--- src/rtl/i2c_regmon_pkg.sv ---
package i2c_regmon_pkg;
  typedef enum logic [2:0] {
    EV_START   = 3'd0,
    EV_RESTART = 3'd1,
    EV_STOP    = 3'd2,
    EV_ADDR_WR = 3'd3,
    EV_ADDR_RD = 3'd4,
    EV_DATA_WR = 3'd5,
    EV_DATA_RD = 3'd6,
    EV_NONE    = 3'd7
  } evt_kind_e;

  typedef enum logic [2:0] {
    S_IDLE  = 3'd0,
    S_DEV   = 3'd1,
    S_PTR   = 3'd2,
    S_WDATA = 3'd3,
    S_RDEV  = 3'd4,
    S_RDATA = 3'd5
  } mon_state_e;
endpackage

--- src/rtl/i2c_regmon_fsm.sv ---
module i2c_regmon_fsm
  import i2c_regmon_pkg::*;
#(
  parameter logic [6:0] DEV_ADDR = 7'h68,
  parameter int unsigned PTR_W   = 6,
  parameter int unsigned DATA_W  = 8
) (
  input  logic              clk_i,
  input  logic              rst_ni,
  input  logic              evt_valid_i,
  input  logic [2:0]        evt_kind_i,
  input  logic [DATA_W-1:0] evt_byte_i,
  output logic              wr_en_o,
  output logic [PTR_W-1:0]  wr_ptr_o,
  output logic [DATA_W-1:0] wr_data_o,
  output logic              end_req_o,
  output logic              end_rd_o,
  output logic              foreign_o
);
  mon_state_e       state_q, state_d;
  logic [PTR_W-1:0] ptr_q, ptr_d;
  logic             foreign_q, foreign_d;
  evt_kind_e        kind;
  logic             addr_hit;

  assign kind     = evt_kind_e'(evt_kind_i);
  assign addr_hit = (evt_byte_i[6:0] == DEV_ADDR);

  always_comb begin
    state_d   = state_q;
    ptr_d     = ptr_q;
    wr_en_o   = 1'b0;
    end_req_o = 1'b0;
    end_rd_o  = 1'b0;
    foreign_d = 1'b0;
    if (evt_valid_i) begin
      unique case (state_q)
        S_IDLE: if (kind == EV_START) state_d = S_DEV;
        S_DEV: begin
          if (kind == EV_ADDR_WR && addr_hit) state_d = S_PTR;
          else begin
            state_d   = S_IDLE;
            foreign_d = (kind == EV_ADDR_WR);
          end
        end
        S_PTR: begin
          if (kind == EV_DATA_WR) begin
            ptr_d   = evt_byte_i[PTR_W-1:0];
            state_d = S_WDATA;
          end else state_d = S_IDLE;
        end
        S_WDATA: begin
          unique case (kind)
            EV_DATA_WR: begin
              wr_en_o = 1'b1;
              ptr_d   = ptr_q + 1'b1;  // natural wrap at top of space
            end
            EV_STOP: begin
              end_req_o = 1'b1;
              state_d   = S_IDLE;
            end
            EV_RESTART: state_d = S_RDEV;
            default:    state_d = S_IDLE;
          endcase
        end
        S_RDEV: begin
          if (kind == EV_ADDR_RD && addr_hit) state_d = S_RDATA;
          else begin
            state_d   = S_IDLE;
            foreign_d = (kind == EV_ADDR_RD);
          end
        end
        S_RDATA: begin
          unique case (kind)
            EV_DATA_RD: begin
              wr_en_o = 1'b1;
              ptr_d   = ptr_q + 1'b1;
            end
            EV_STOP: begin
              end_req_o = 1'b1;
              end_rd_o  = 1'b1;
              state_d   = S_IDLE;
            end
            default: state_d = S_IDLE;
          endcase
        end
        default: state_d = S_IDLE;
      endcase
    end
  end

  always_ff @(posedge clk_i or negedge rst_ni) begin
    if (!rst_ni) begin
      state_q   <= S_IDLE;
      ptr_q     <= '0;
      foreign_q <= 1'b0;
    end else begin
      state_q   <= state_d;
      ptr_q     <= ptr_d;
      foreign_q <= foreign_d;
    end
  end

  assign wr_ptr_o  = ptr_q;
  assign wr_data_o = evt_byte_i;
  assign foreign_o = foreign_q;

  a_r2_idle_needs_start: assert property (@(posedge clk_i) disable iff (!rst_ni)
    (state_q == S_IDLE && !(evt_valid_i && evt_kind_i == EV_START)) |=> state_q == S_IDLE);

  a_r3_foreign_goes_idle: assert property (@(posedge clk_i) disable iff (!rst_ni)
    foreign_q |-> state_q == S_IDLE);

  a_r6_ptr_step: assert property (@(posedge clk_i) disable iff (!rst_ni)
    wr_en_o |=> ptr_q == PTR_W'($past(ptr_q) + 1'b1));

  a_r10_start_midway_aborts: assert property (@(posedge clk_i) disable iff (!rst_ni)
    (evt_valid_i && evt_kind_i == EV_START && state_q != S_IDLE) |=> state_q == S_IDLE);
endmodule

--- src/rtl/i2c_regmon_regs.sv ---
module i2c_regmon_regs #(
  parameter int unsigned PTR_W    = 6,
  parameter int unsigned DATA_W   = 8,
  parameter int unsigned NUM_TIME = 7
) (
  input  logic                       clk_i,
  input  logic                       rst_ni,
  input  logic                       wr_en_i,
  input  logic [PTR_W-1:0]           wr_addr_i,
  input  logic [DATA_W-1:0]          wr_data_i,
  input  logic [PTR_W-1:0]           rd_addr_i,
  output logic [DATA_W-1:0]          rd_data_o,
  output logic [NUM_TIME*DATA_W-1:0] live_time_o
);
  localparam int unsigned DEPTH = 1 << PTR_W;

  logic [DATA_W-1:0] mem_q [DEPTH];

  always_ff @(posedge clk_i or negedge rst_ni) begin
    if (!rst_ni) begin
      for (int i = 0; i < DEPTH; i++) mem_q[i] <= '0;
    end else if (wr_en_i) begin
      mem_q[wr_addr_i] <= wr_data_i;
    end
  end

  assign rd_data_o = mem_q[rd_addr_i];

  for (genvar g = 0; g < NUM_TIME; g++) begin : g_time
    assign live_time_o[g*DATA_W +: DATA_W] = mem_q[g];
  end

  a_r5_byte_stored: assert property (@(posedge clk_i) disable iff (!rst_ni)
    wr_en_i |=> mem_q[$past(wr_addr_i)] == $past(wr_data_i));
endmodule

--- src/rtl/i2c_regmon_snap.sv ---
module i2c_regmon_snap #(
  parameter int unsigned W = 56
) (
  input  logic         clk_i,
  input  logic         rst_ni,
  input  logic         end_req_i,
  input  logic         end_rd_i,
  input  logic [W-1:0] live_time_i,
  output logic         done_o,
  output logic         done_rd_o,
  output logic [W-1:0] time_o
);
  always_ff @(posedge clk_i or negedge rst_ni) begin
    if (!rst_ni) begin
      done_o    <= 1'b0;
      done_rd_o <= 1'b0;
      time_o    <= '0;
    end else begin
      done_o <= end_req_i;
      if (end_req_i) begin
        done_rd_o <= end_rd_i;
        time_o    <= live_time_i;
      end
    end
  end

  a_r7_done_single: assert property (@(posedge clk_i) disable iff (!rst_ni)
    done_o |=> !done_o);

  a_r11_snapshot_hold: assert property (@(posedge clk_i) disable iff (!rst_ni)
    !end_req_i |=> ($stable(time_o) && $stable(done_rd_o)));
endmodule

--- src/rtl/i2c_regmon.sv ---
module i2c_regmon
  import i2c_regmon_pkg::*;
#(
  parameter logic [6:0]  DEV_ADDR = 7'h68,
  parameter int unsigned PTR_W    = 6,
  parameter int unsigned DATA_W   = 8,
  parameter int unsigned NUM_TIME = 7
) (
  input  logic                       clk_i,
  input  logic                       rst_ni,
  input  logic                       evt_valid_i,
  input  logic [2:0]                 evt_kind_i,
  input  logic [DATA_W-1:0]          evt_byte_i,
  input  logic [PTR_W-1:0]           rd_addr_i,
  output logic [DATA_W-1:0]          rd_data_o,
  output logic                       done_o,
  output logic                       done_rd_o,
  output logic [NUM_TIME*DATA_W-1:0] time_o,
  output logic                       foreign_o
);
  localparam int unsigned TIME_W = NUM_TIME * DATA_W;

  logic              wr_en, end_req, end_rd;
  logic [PTR_W-1:0]  wr_ptr;
  logic [DATA_W-1:0] wr_data;
  logic [TIME_W-1:0] live_time;

  i2c_regmon_fsm #(.DEV_ADDR(DEV_ADDR), .PTR_W(PTR_W), .DATA_W(DATA_W)) u_fsm (
    .clk_i, .rst_ni, .evt_valid_i, .evt_kind_i, .evt_byte_i,
    .wr_en_o(wr_en), .wr_ptr_o(wr_ptr), .wr_data_o(wr_data),
    .end_req_o(end_req), .end_rd_o(end_rd), .foreign_o(foreign_o)
  );

  i2c_regmon_regs #(.PTR_W(PTR_W), .DATA_W(DATA_W), .NUM_TIME(NUM_TIME)) u_regs (
    .clk_i, .rst_ni, .wr_en_i(wr_en), .wr_addr_i(wr_ptr), .wr_data_i(wr_data),
    .rd_addr_i, .rd_data_o, .live_time_o(live_time)
  );

  i2c_regmon_snap #(.W(TIME_W)) u_snap (
    .clk_i, .rst_ni, .end_req_i(end_req), .end_rd_i(end_rd),
    .live_time_i(live_time), .done_o, .done_rd_o, .time_o
  );

  a_r3_no_done_with_foreign: assert property (@(posedge clk_i) disable iff (!rst_ni)
    !(done_o && foreign_o));
endmodule

--- config.mk ---
export PLATFORM = sky130hd
export DESIGN_NAME = i2c_regmon
export DESIGN_NICKNAME = d
export VERILOG_FILES = /design/src/rtl/i2c_regmon_pkg.sv /design/src/rtl/i2c_regmon_fsm.sv /design/src/rtl/i2c_regmon_regs.sv /design/src/rtl/i2c_regmon_snap.sv /design/src/rtl/i2c_regmon.sv
export SDC_FILE = /design/constraint.sdc
export NUM_CORES = 1
export LEC_CHECK = 0
export BUFFER_PORTS_ARGS = -buffer_cell sky130_fd_sc_hd__clkbuf_2
export CORE_MARGIN = 2
export CORE_UTILIZATION = 44
export CTS_CLUSTER_SIZE = 24
export DETAILED_ROUTE_END_ITERATION = 10
export GPL_ROUTABILITY_DRIVEN = 0
export PLACE_DENSITY = 0.62
export REMOVE_ABC_BUFFERS = 1
export SLEW_MARGIN = 20
export SYNTH_ARGS = -nofsm -noshare
export SYNTH_HDL_FRONTEND = slang
export SYNTH_SLANG_ARGS = --single-unit
--- constraint.sdc ---
create_clock -name clk_i -period 3.45 [get_ports clk_i]
set_input_delay 0.69 -clock clk_i [delete_from_list [all_inputs] [get_ports clk_i]]
set_output_delay 0.69 -clock clk_i [all_outputs]
set_load 0.02 [all_outputs]
==> out/metrics.csv, run 1 <==
metric;value;unit
status;finished, violations left;
violations;negative setup slack;
syn_area_per_cell;15.4;um2
hold_violations;0;
synth_seq_area_share;54.8;%
fillers;4980;
fp.dieArea;62200;um2
fmaxAchievable;0.288;GHz
hold_ws;0.0305;ns
cts_tree;yes;
async_reset_ff_share;100;%
grtUsageTotal;21.6;%
synth_area_leaders;dfrtp_1, mux2_2, mux4_2;
ys_seq_elements;580;
synth_top_area_share;54.8;%
final_common_cell;mux2_2;
synth_warnings;0;
antenna_found_initial;0;
cts_buffers;60;
p_leak;15.1;nW
ioPinCount;87;
die_height;249;um
period_share;101;%
startpoint_type;input port;
slew_viol_final;0;
dp_hpwl;43.9;mm
skew;0.0164;ns
syn_area;26500;um2
grt_max_degree;100;
power_density;481;nW/um2
ant_nets;0;
routed_wl;66.6;mm
cts-root-buf;clkbuf_16;
clk_pin_slew;0.06;ns
vias;15400;
nets;1856;
drt_iter0_drc;756;
cts.sinks;580;
area_growth;15.2;%
grt.overflow.total;0;
criticalPathCategory;input port to output pin;
setup_slack;-0.0192;ns
rows;89;
tightest_slew;0.854;ns
layout_common_cells;mux2_2, dfrtp_1, mux4_2;
ir_drop;0.000404;V
grt_pass1_wl;103;mm
grt_setup_unrepaired;false;
drive_gt1_share;56.9;%
critPathMaxFanout;30;
insertion_delay;0.63;ns
port-buffer-count;86;
first_pass_iters;4;
drv_cap;0;
crit_arrival;2.78;ns
ys.flop_type;dfrtp_1;
start_util;44.7;%
die_w;249;um
setup_violations;1;
netlist_instances;1725;
cts-htree-levels;2;
yosysTopAreaCell;dfrtp_1;
timing.slew.headroom;43.1;%
hp-class;input port to async pin;
drcViolationCount;0;
grt_pass1_vias;16200;
critical_path_required;2.76;ns
end_kind;output pin;
core;59200;um2
avgRoutedWirePerCell;25.0;um
synth-edff-count;0;
power.total;14.7;mW
period_needed;3.47;ns
cts_hold_buf;0;
clockBufferDepth;3;
via_per_inst;5.78;
synth_cell_type_count;59;
[registers in the layout, indices dropped and copies added (netlist names)]
register            cells
u_regs.live_time_o     56
u_fsm.foreign_o         1
u_fsm.wr_ptr_o          6
u_snap.time_o          56
u_snap.done_rd_o        1
u_snap.done_o           1
u_regs.mem_q          456
u_fsm.state_q           3
[layout make-up]
class                   instances  area, um2  share of cell area (%)
clock buffers                  90       1820                    5.96
clock inverters                22        282                   0.923
repair buffers                178       1440                    4.72
flip-flops and latches        580      14500                    47.6
well taps                     773        967                    3.17
inverters                       3       11.3                  0.0369
multi-input cells            1012      11500                    37.6
diodes                          1       2.50                 0.00821
[worst max-delay path, stage by stage]
cell      delay [ns]
buf_4           0.24
buf_12          0.25
mux2_2          0.21
o22ai_1         0.07
nor3_1          0.18
buf_4           0.19
a31oi_4         0.05
o311ai_1        0.48
buf_4           0.20
clkbuf_2        0.16
[power by group]
part	internal (mW)	switching, mW
logic	0.291	0.642
clock network	4.07	2.74
registers	6.83	0.0724
total	11.2	3.46
[metrics by stage]
stage | worst slack (ns) | area (um2) | cells | util (%) | setup TNS [ns]
floorplan | 0.637 | 25900 | 1595 | - | 0
global placement | -0.209 | 28200 | 2542 | 47.6 | -0.433
detailed placement | -0.190 | 28200 | 2542 | 47.6 | -0.423
CTS | 0.0144 | 30400 | 2655 | 51.3 | 0
global route | 0.00607 | 30500 | 2658 | 51.5 | 0
finish | -0.0192 | 30500 | 2659 | 51.5 | -0.0192
[cell usage after synthesis, types with 3 or more instances]
master	n
mux2_2	585
dfrtp_1	580
mux4_2	120
clkbuf_1	77
nand2_2	59
buf_2	28
a21oi_1	20
o22ai_1	20
mux2i_1	18
o21ai_0	18
nand2_1	16
nand2b_1	15
buf_1	14
a211oi_1	12
nand3_1	10
nor2b_1	10
nor2_1	9
a22oi_1	8
nor3_1	8
buf_4	7
and2_1	6
nor2_2	6
mux2_1	5
a211o_1	4
a21o_1	4
a221oi_1	4
nor3b_1	4
o221ai_1	4
a22o_1	3
and3b_1	3
buf_6	3
inv_1	3
nand4_1	3
nor4_1	3
or2_2	3
[repair_timing]
| item | 4_1_cts | 5_1_grt |
|---|---|---|
| pin swaps | 0 | 1 |
| endpoints found under the setup margin | 6 | 8 |
| gates cloned | 1 | 1 |
| resized for setup | 17 | 12 |
| endpoints found under the hold margin | 0 | 0 |
| buffers inserted | 0 | 2 |
[cell families (layout without fill, tap and decap cells)]
family / Yosys count / count (layout) / synth area share (%)
muxes: 728 / 728 / 36.0
DFF: 580 / 580 / 54.8
and+or+nand+nor: 170 / 170 / 3.97
buffers and inverters: 133 / 293 / 2.21
AOI/OAI and AO/OA: 112 / 112 / 2.97
adders and majority gates: 1 / 1 / 0.0472
xor gates and xnor gates: 1 / 1 / 0.0331
other: 0 / 1 / 0
[worst paths after layout]
check / start / endpoint / slack (ns) / cells after the start
max: rd_addr_i[2] / rd_data_o[5] / -0.02 / 10
min: rst_ni / u_snap.time_o[10] / 0.03 / 1
max reg2reg: u_fsm.state_q[2] / u_regs.mem_q[69] / 0.79 / 5
min reg2reg: u_regs.mem_q[196] / u_regs.mem_q[196] / 0.49 / 1
max in group asynchronous: rst_ni / u_regs.mem_q[38] / 2.41 / 3
min in group clk_i: evt_valid_i / u_fsm.state_q[2] / 0.41 / 3
[layer usage]
layer	GRT usage (%)	up-vias	wire length (um)
met5	0	-	0
met4	5.34	0	1510
met3	3.26	105	2810
met2	35.2	341	32200
met1	30.6	8230	30100
li1	-	6684	-
(Power assumes the default switching activity.)
==> run 2: changes to the inputs <==
- GPL_ROUTABILITY_DRIVEN: 0 -> not set
- SYNTH_HIERARCHICAL: not set -> 1
==> out/metrics.csv, run 2 <==
metric;value;unit;change
fmaxAchievable;0.292;GHz;+1.2%
cp_cell_sequence;clkbuf_4 -> buf_6 -> buf_4 -> and2_1 -> a221oi_1 -> o21ai_1 -> a32o_1 -> clkbuf_2;;
antenna_cells;0;;-1
grt_pass1_wl;107;mm;+3.9%
fin_tns_setup;0;ns;+0.0192 ns
synth_common_cells;dfrtp_1, mux2_2, mux4_2;;
p_leak;15.0;nW;-0.55%
syn_area_per_cell;15.2;um2;-0.67%
synth_cell_type_count;57;;-3.4%
layout_common_cells;dfrtp_1, mux2_2, buf_4;;
critPathMaxFanout;14;;-53%
grt_max_degree;106;;+6.0%
cpMaxStageDelayCell;and2_1;;
ys_seq_elements;580;;unchanged
hold_ws;0.122;ns;+0.0917 ns
rows;90;;+1.1%
synth_warnings;6;;+6
hp-class;input port to async pin;;
cts_hold_buf;0;;unchanged
dp_hpwl;45.8;mm;+4.5%
skew;0.0164;ns;+0.0000912 ns
synth_compound_area_share;2.27;%;-0.70 points
fillers;4984;;+0.080%
tightest_slew;0.829;ns;-0.0242 ns
setup_slack;0.0223;ns;+0.0415 ns
ys.flop_type;dfrtp_1;;
synth-xor-area-share;0.0325;%;-0.00059 points
largest_reg_flops;456;;unchanged
drt_iter0_drc;1024;;+35%
end_kind;output pin;;
yosysTopAreaCell;dfrtp_1;;
vias;15500;;+1.1%
routed_wl;69.0;mm;+3.6%
first_pass_iters;4;;unchanged
grt.overflow.total;0;;unchanged
fp.dieArea;63300;um2;+1.8%
slew_viol_final;0;;unchanged
place_area;28600;um2;+1.2%
clockBufferDepth;3;;unchanged
die_w;252;um;+0.88%
design_area;30900;um2;+1.4%
cts_buffers;66;;+10%
status;finished, final reports clean;;
synth_area_leaders;dfrtp_1, mux2_2, mux4_2;;
synth-adder-area-share;0.0464;%;-0.00084 points
synth_top_area_share;53.8;%;-0.97 points
final_common_cell;dfrtp_1;;
ir_drop;0.000319;V;-21%
criticalPathCategory;input port to output pin;;
startpoint_type;input port;;
drive_gt1_share;57.2;%;+0.26 points
dp_slack;-0.197;ns;-0.00673 ns
slowest_delay;0.35;ns;-0.13 ns
drv_cap;0;;unchanged
cts_tree;yes;;
clk_pin_slew;0.06;ns;about the same
period_share;99.4;%;-1.2 points
nets;1904;;+2.6%
area_growth;14.7;%;
synth.area.mux_share;35.9;%;-0.081 points
ioPinCount;87;;unchanged
yosys.area_share.simple;3.77;%;-0.20 points
routabilityCongestion;0.827;;
final_util;51.1;%;-0.34 points
cts.sinks;580;;unchanged
synth-edff-count;0;;unchanged
critPathTopFamily;buffers and inverters;;
synth_seq_area_share;53.8;%;-0.97 points
yosysMostFrequentCell;dfrtp_1;;
hold_violations;0;;unchanged
drcViolationCount;0;;unchanged
syn_area;27000;um2;+1.8%
core;60500;um2;+2.1%
cts-root-buf;clkbuf_16;;
antenna_found_initial;1;;+1
via_per_inst;5.73;;-0.76%
crit_arrival;2.74;ns;-0.04 ns
die_height;252;um;+0.88%
port-buffer-count;86;;unchanged
grtUsageTotal;22.4;%;+0.75 points
period_needed;3.43;ns;-0.0415 ns
setup_violations;0;;-1
ant_nets;0;;unchanged
grt_pass1_vias;16600;;+2.6%
power_density;469;nW/um2;-2.4%
timing.slew.headroom;44.7;%;+1.6 points
async_reset_ff_share;100;%;unchanged
start_util;44.6;%;-0.12 points
crit_buf_inv;4;;-1
cts-htree-levels;3;;+1
synth_top_family_by_area;multiplexers;;
avgRoutedWirePerCell;25.5;um;+1.7%
critical_path_required;2.76;ns;about the same
top_register;u_regs/mem_q;;
insertion_delay;0.59;ns;-0.04 ns
netlist_instances;1768;;+2.5%
## run 2: cell type report
| class | count | area [um2] | area share, % |
|---|---|---|---|
| multi-input cells | 992 | 11400 | 37.0 |
| clock inverters | 17 | 180 | 0.583 |
| repair buffers | 238 | 1830 | 5.91 |
| inverters | 5 | 18.8 | 0.0607 |
| flip-flops and latches | 580 | 14500 | 46.9 |
| well taps | 782 | 978 | 3.16 |
| clock buffers | 95 | 1970 | 6.36 |
## run 2: per-stage QoR
step / power (mW) / cells
final: 14.5 / 2709
after global placement: 7.65 / 2588
after global routing: 15.0 / 2709
after CTS: 14.7 / 2703
after detailed placement: 7.67 / 2588
after floorplan: 7.12 / 1577
## run 2: where the power goes
group          internal [mW]  total, mW  switching, mW
Clock                   4.17       6.94           2.77
Sequential              6.81       6.82        0.00722
Combinational          0.226      0.740          0.515
Total                   11.2       14.5           3.29
## run 2: per-layer routing
| layer | routed length (um) | up-vias | GRT usage (%) |
|---|---|---|---|
| met5 | 13 | - | 0 |
| met1 | 31100 | 8355 | 31.6 |
| met3 | 3460 | 101 | 4.67 |
| li1 | - | 6732 | - |
| met2 | 32700 | 340 | 35.1 |
| met4 | 1710 | 2 | 6.46 |
## run 2: repair_timing
action                     CTS  global route
setup endpoints to repair    8             8
buffers inserted             3             6
resized for setup           21            11
pin swaps                    1             1
## run 2: worst paths after layout
| path | from | to | slack [ns] | cells after the start |
|---|---|---|---|---|
| min in group clk_i | evt_valid_i | u_fsm/foreign_o | 0.39 | 3 |
| max in group asynchronous | rst_ni | u_regs/live_time_o[7] | 2.26 | 2 |
| worst min-delay path | rst_ni | u_regs/mem_q[427] | 0.12 | 1 |
| worst min register to register | u_regs/mem_q[109] | u_regs/mem_q[109] | 0.50 | 1 |
| worst max register to register | u_fsm/state_q[2] | u_regs/live_time_o[37] | 0.45 | 8 |
| worst max-delay path | rd_addr_i[2] | rd_data_o[0] | 0.02 | 8 |
## run 2: cell families after synthesis
logic type	count (synthesis)
flops	580
compound gates	86
simple gates	180
fa+ha+maj	1
buf+inv	196
xor+xnor	1
mux	724
==> run 3: changes to the inputs <==
- MAX_ROUTING_LAYER: not set -> met4
==> out/metrics.csv, run 3 (same netlist as run 2, synthesis figures left out) <==
metric;value;unit;change
hp-class;input port to async pin;;
nets;1902;;-0.11%
drv_cap;0;;unchanged
hold_violations;0;;unchanged
antenna_found_initial;1;;unchanged
avgRoutedWirePerCell;25.5;um;+0.25%
cts-htree-levels;3;;unchanged
drt_iter0_drc;1046;;+2.1%
rows;90;;unchanged
power.total;14.5;mW;about the same
cp_cell_sequence;clkbuf_4 -> buf_6 -> buf_4 -> and2_1 -> a221oi_1 -> o21ai_1 -> a32o_1 -> clkbuf_2;;
p_comb_share;5.1;%;about the same
fmaxAchievable;0.293;GHz;+0.56%
use_met3;4.69;%;+0.021 points
grt_max_degree;106;;unchanged
critPathMaxFanout;14;;unchanged
switching_power;3.30;mW;+0.12%
numPlacedInstances;2588;;unchanged
period_share;98.8;%;-0.55 points
startpoint_type;input port;;
timing.slew.headroom;45.7;%;+0.96 points
period_needed;3.41;ns;-0.0191 ns
dp_hpwl;45.8;mm;unchanged
p_int;11.2;mW;about the same
skew;0.0229;ns;+0.00644 ns
vias;15600;;+0.43%
r2r_start;u_fsm/state_q[2];;
top_register;u_regs/mem_q;;
met2_usage;35.1;%;-0.047 points
start_util;44.6;%;unchanged
criticalPathCategory;input port to output pin;;
grt.overflow.total;0;;unchanged
grt_pass1_wl;107;mm;about the same
fp.dieArea;63300;um2;unchanged
clockBufferDepth;3;;unchanged
drcViolationCount;0;;unchanged
area_growth;14.8;%;about the same
swShare;22.7;%;about the same
cts_buffers;66;;unchanged
core;60500;um2;unchanged
cts_tree;yes;;
routed_wl;69.1;mm;+0.21%
insertion_delay;0.60;ns;about the same
status;finished, final reports clean;;
first_pass_iters;5;;+1
grt_pass1_vias;16600;;+0.024%
end_kind;output pin;;
slowest_delay;0.35;ns;about the same
ant_nets;0;;unchanged
startpoint;rd_addr_i[2];;
die_w;252;um;unchanged
layout_common_cells;dfrtp_1, mux2_2, mux4_2;;
seqPwrFrac;47.0;%;about the same
ioPinCount;87;;unchanged
grt.met1_usage;31.7;%;+0.097 points
cts-root-buf;clkbuf_16;;
fin_tns_setup;0;ns;unchanged
crit_buf_inv;4;;unchanged
tightest_slew;0.815;ns;-0.0145 ns
port-buffer-count;86;;unchanged
critPathTopFamily;buffers and inverters;;
ir_drop;0.000318;V;-0.37%
p_clk_share;47.9;%;about the same
grtUsageTotal;23.1;%;+0.70 points
die_height;252;um;unchanged
slew_viol_final;0;;unchanged
fillers;4971;;-0.26%
routabilityCongestion;0.840;;+1.6%
final_common_cell;dfrtp_1;;
clk_pin_slew;0.06;ns;about the same
p_leak;15.0;nW;about the same
cts.sinks;580;;unchanged
multiInputGateArea;11500;um2;+0.13%
critical_path_required;2.76;ns;about the same
power_density;469;nW/um2;about the same
drive_gt1_share;57.2;%;about the same
regArea;14500;um2;unchanged
final_cells;2708;;-0.037%
via_per_inst;5.76;;+0.47%
setup_violations;0;;unchanged
largest_reg_flops;456;;unchanged
crit_arrival;2.72;ns;-0.02 ns
cpMaxStageDelayCell;and2_1;;
busiest_layer;met2;;
cts_hold_buf;0;;unchanged
[run 3: path summary, 6_finish.rpt]
kind	to	slack, ns	depth (start not counted)
hold reg to reg	u_regs/mem_q[109]	0.50	1
hold / removal	u_regs/mem_q[427]	0.11	1
setup / recovery	rd_data_o[0]	0.04	8
max in group asynchronous	u_snap/time_o[30]	2.25	2
setup reg to reg	u_regs/live_time_o[32]	0.44	8
min in group clk_i	u_fsm/foreign_o	0.39	3
[run 3: power by group through the flow]
stage	clock network, mW	logic (mW)	registers, mW
3_5_place_dp	0	0.726	6.94
4_1_cts	7.11	0.744	6.82
6_report	6.95	0.742	6.82
3_3_place_gp	0	0.715	6.94
2_1_floorplan	0	0.167	6.95
5_1_grt	7.40	0.809	6.81
[run 3: metal layers]
layer  part of all wire, %  wire, um  vias up
li1                      -         -     6721
met1                    45     31100     8416
met2                    47     32600      356
met3                   5.4      3730      104
met4                   2.4      1690        0
met5                     0         0        -
[run 3: what timing repair did]
item | CTS | global route
pin swaps | 1 | 1
buffers inserted | 3 | 4
resized for setup | 21 | 14
endpoints found under the setup margin | 8 | 8
[run 3: final cells by class]
| class | count | share of cell area, % |
|---|---|---|
| tap | 782 | 3.16 |
| inverter | 5 | 0.0607 |
| timing repair buffer | 236 | 5.91 |
| sequential | 580 | 46.9 |
| antenna | 1 | 0.00809 |
| clock inverter | 17 | 0.582 |
| multi-input combinational | 992 | 37.0 |
| clock buffer | 95 | 6.35 |
[run 3: per-stage QoR]
stage / hold WS [ns] / setup slack [ns] / utilization, % / area [um2]
global placement: 0.481 / -0.138 / 47.2 / 28600
floorplan: 0.394 / -1.38 / - / 25900
CTS: 0.129 / 0.00619 / 51.0 / 30800
finish: 0.114 / 0.0414 / 51.2 / 30900
global route: 0.154 / -0.00328 / 51.2 / 30900
detailed placement: 0.490 / -0.197 / 47.2 / 28600
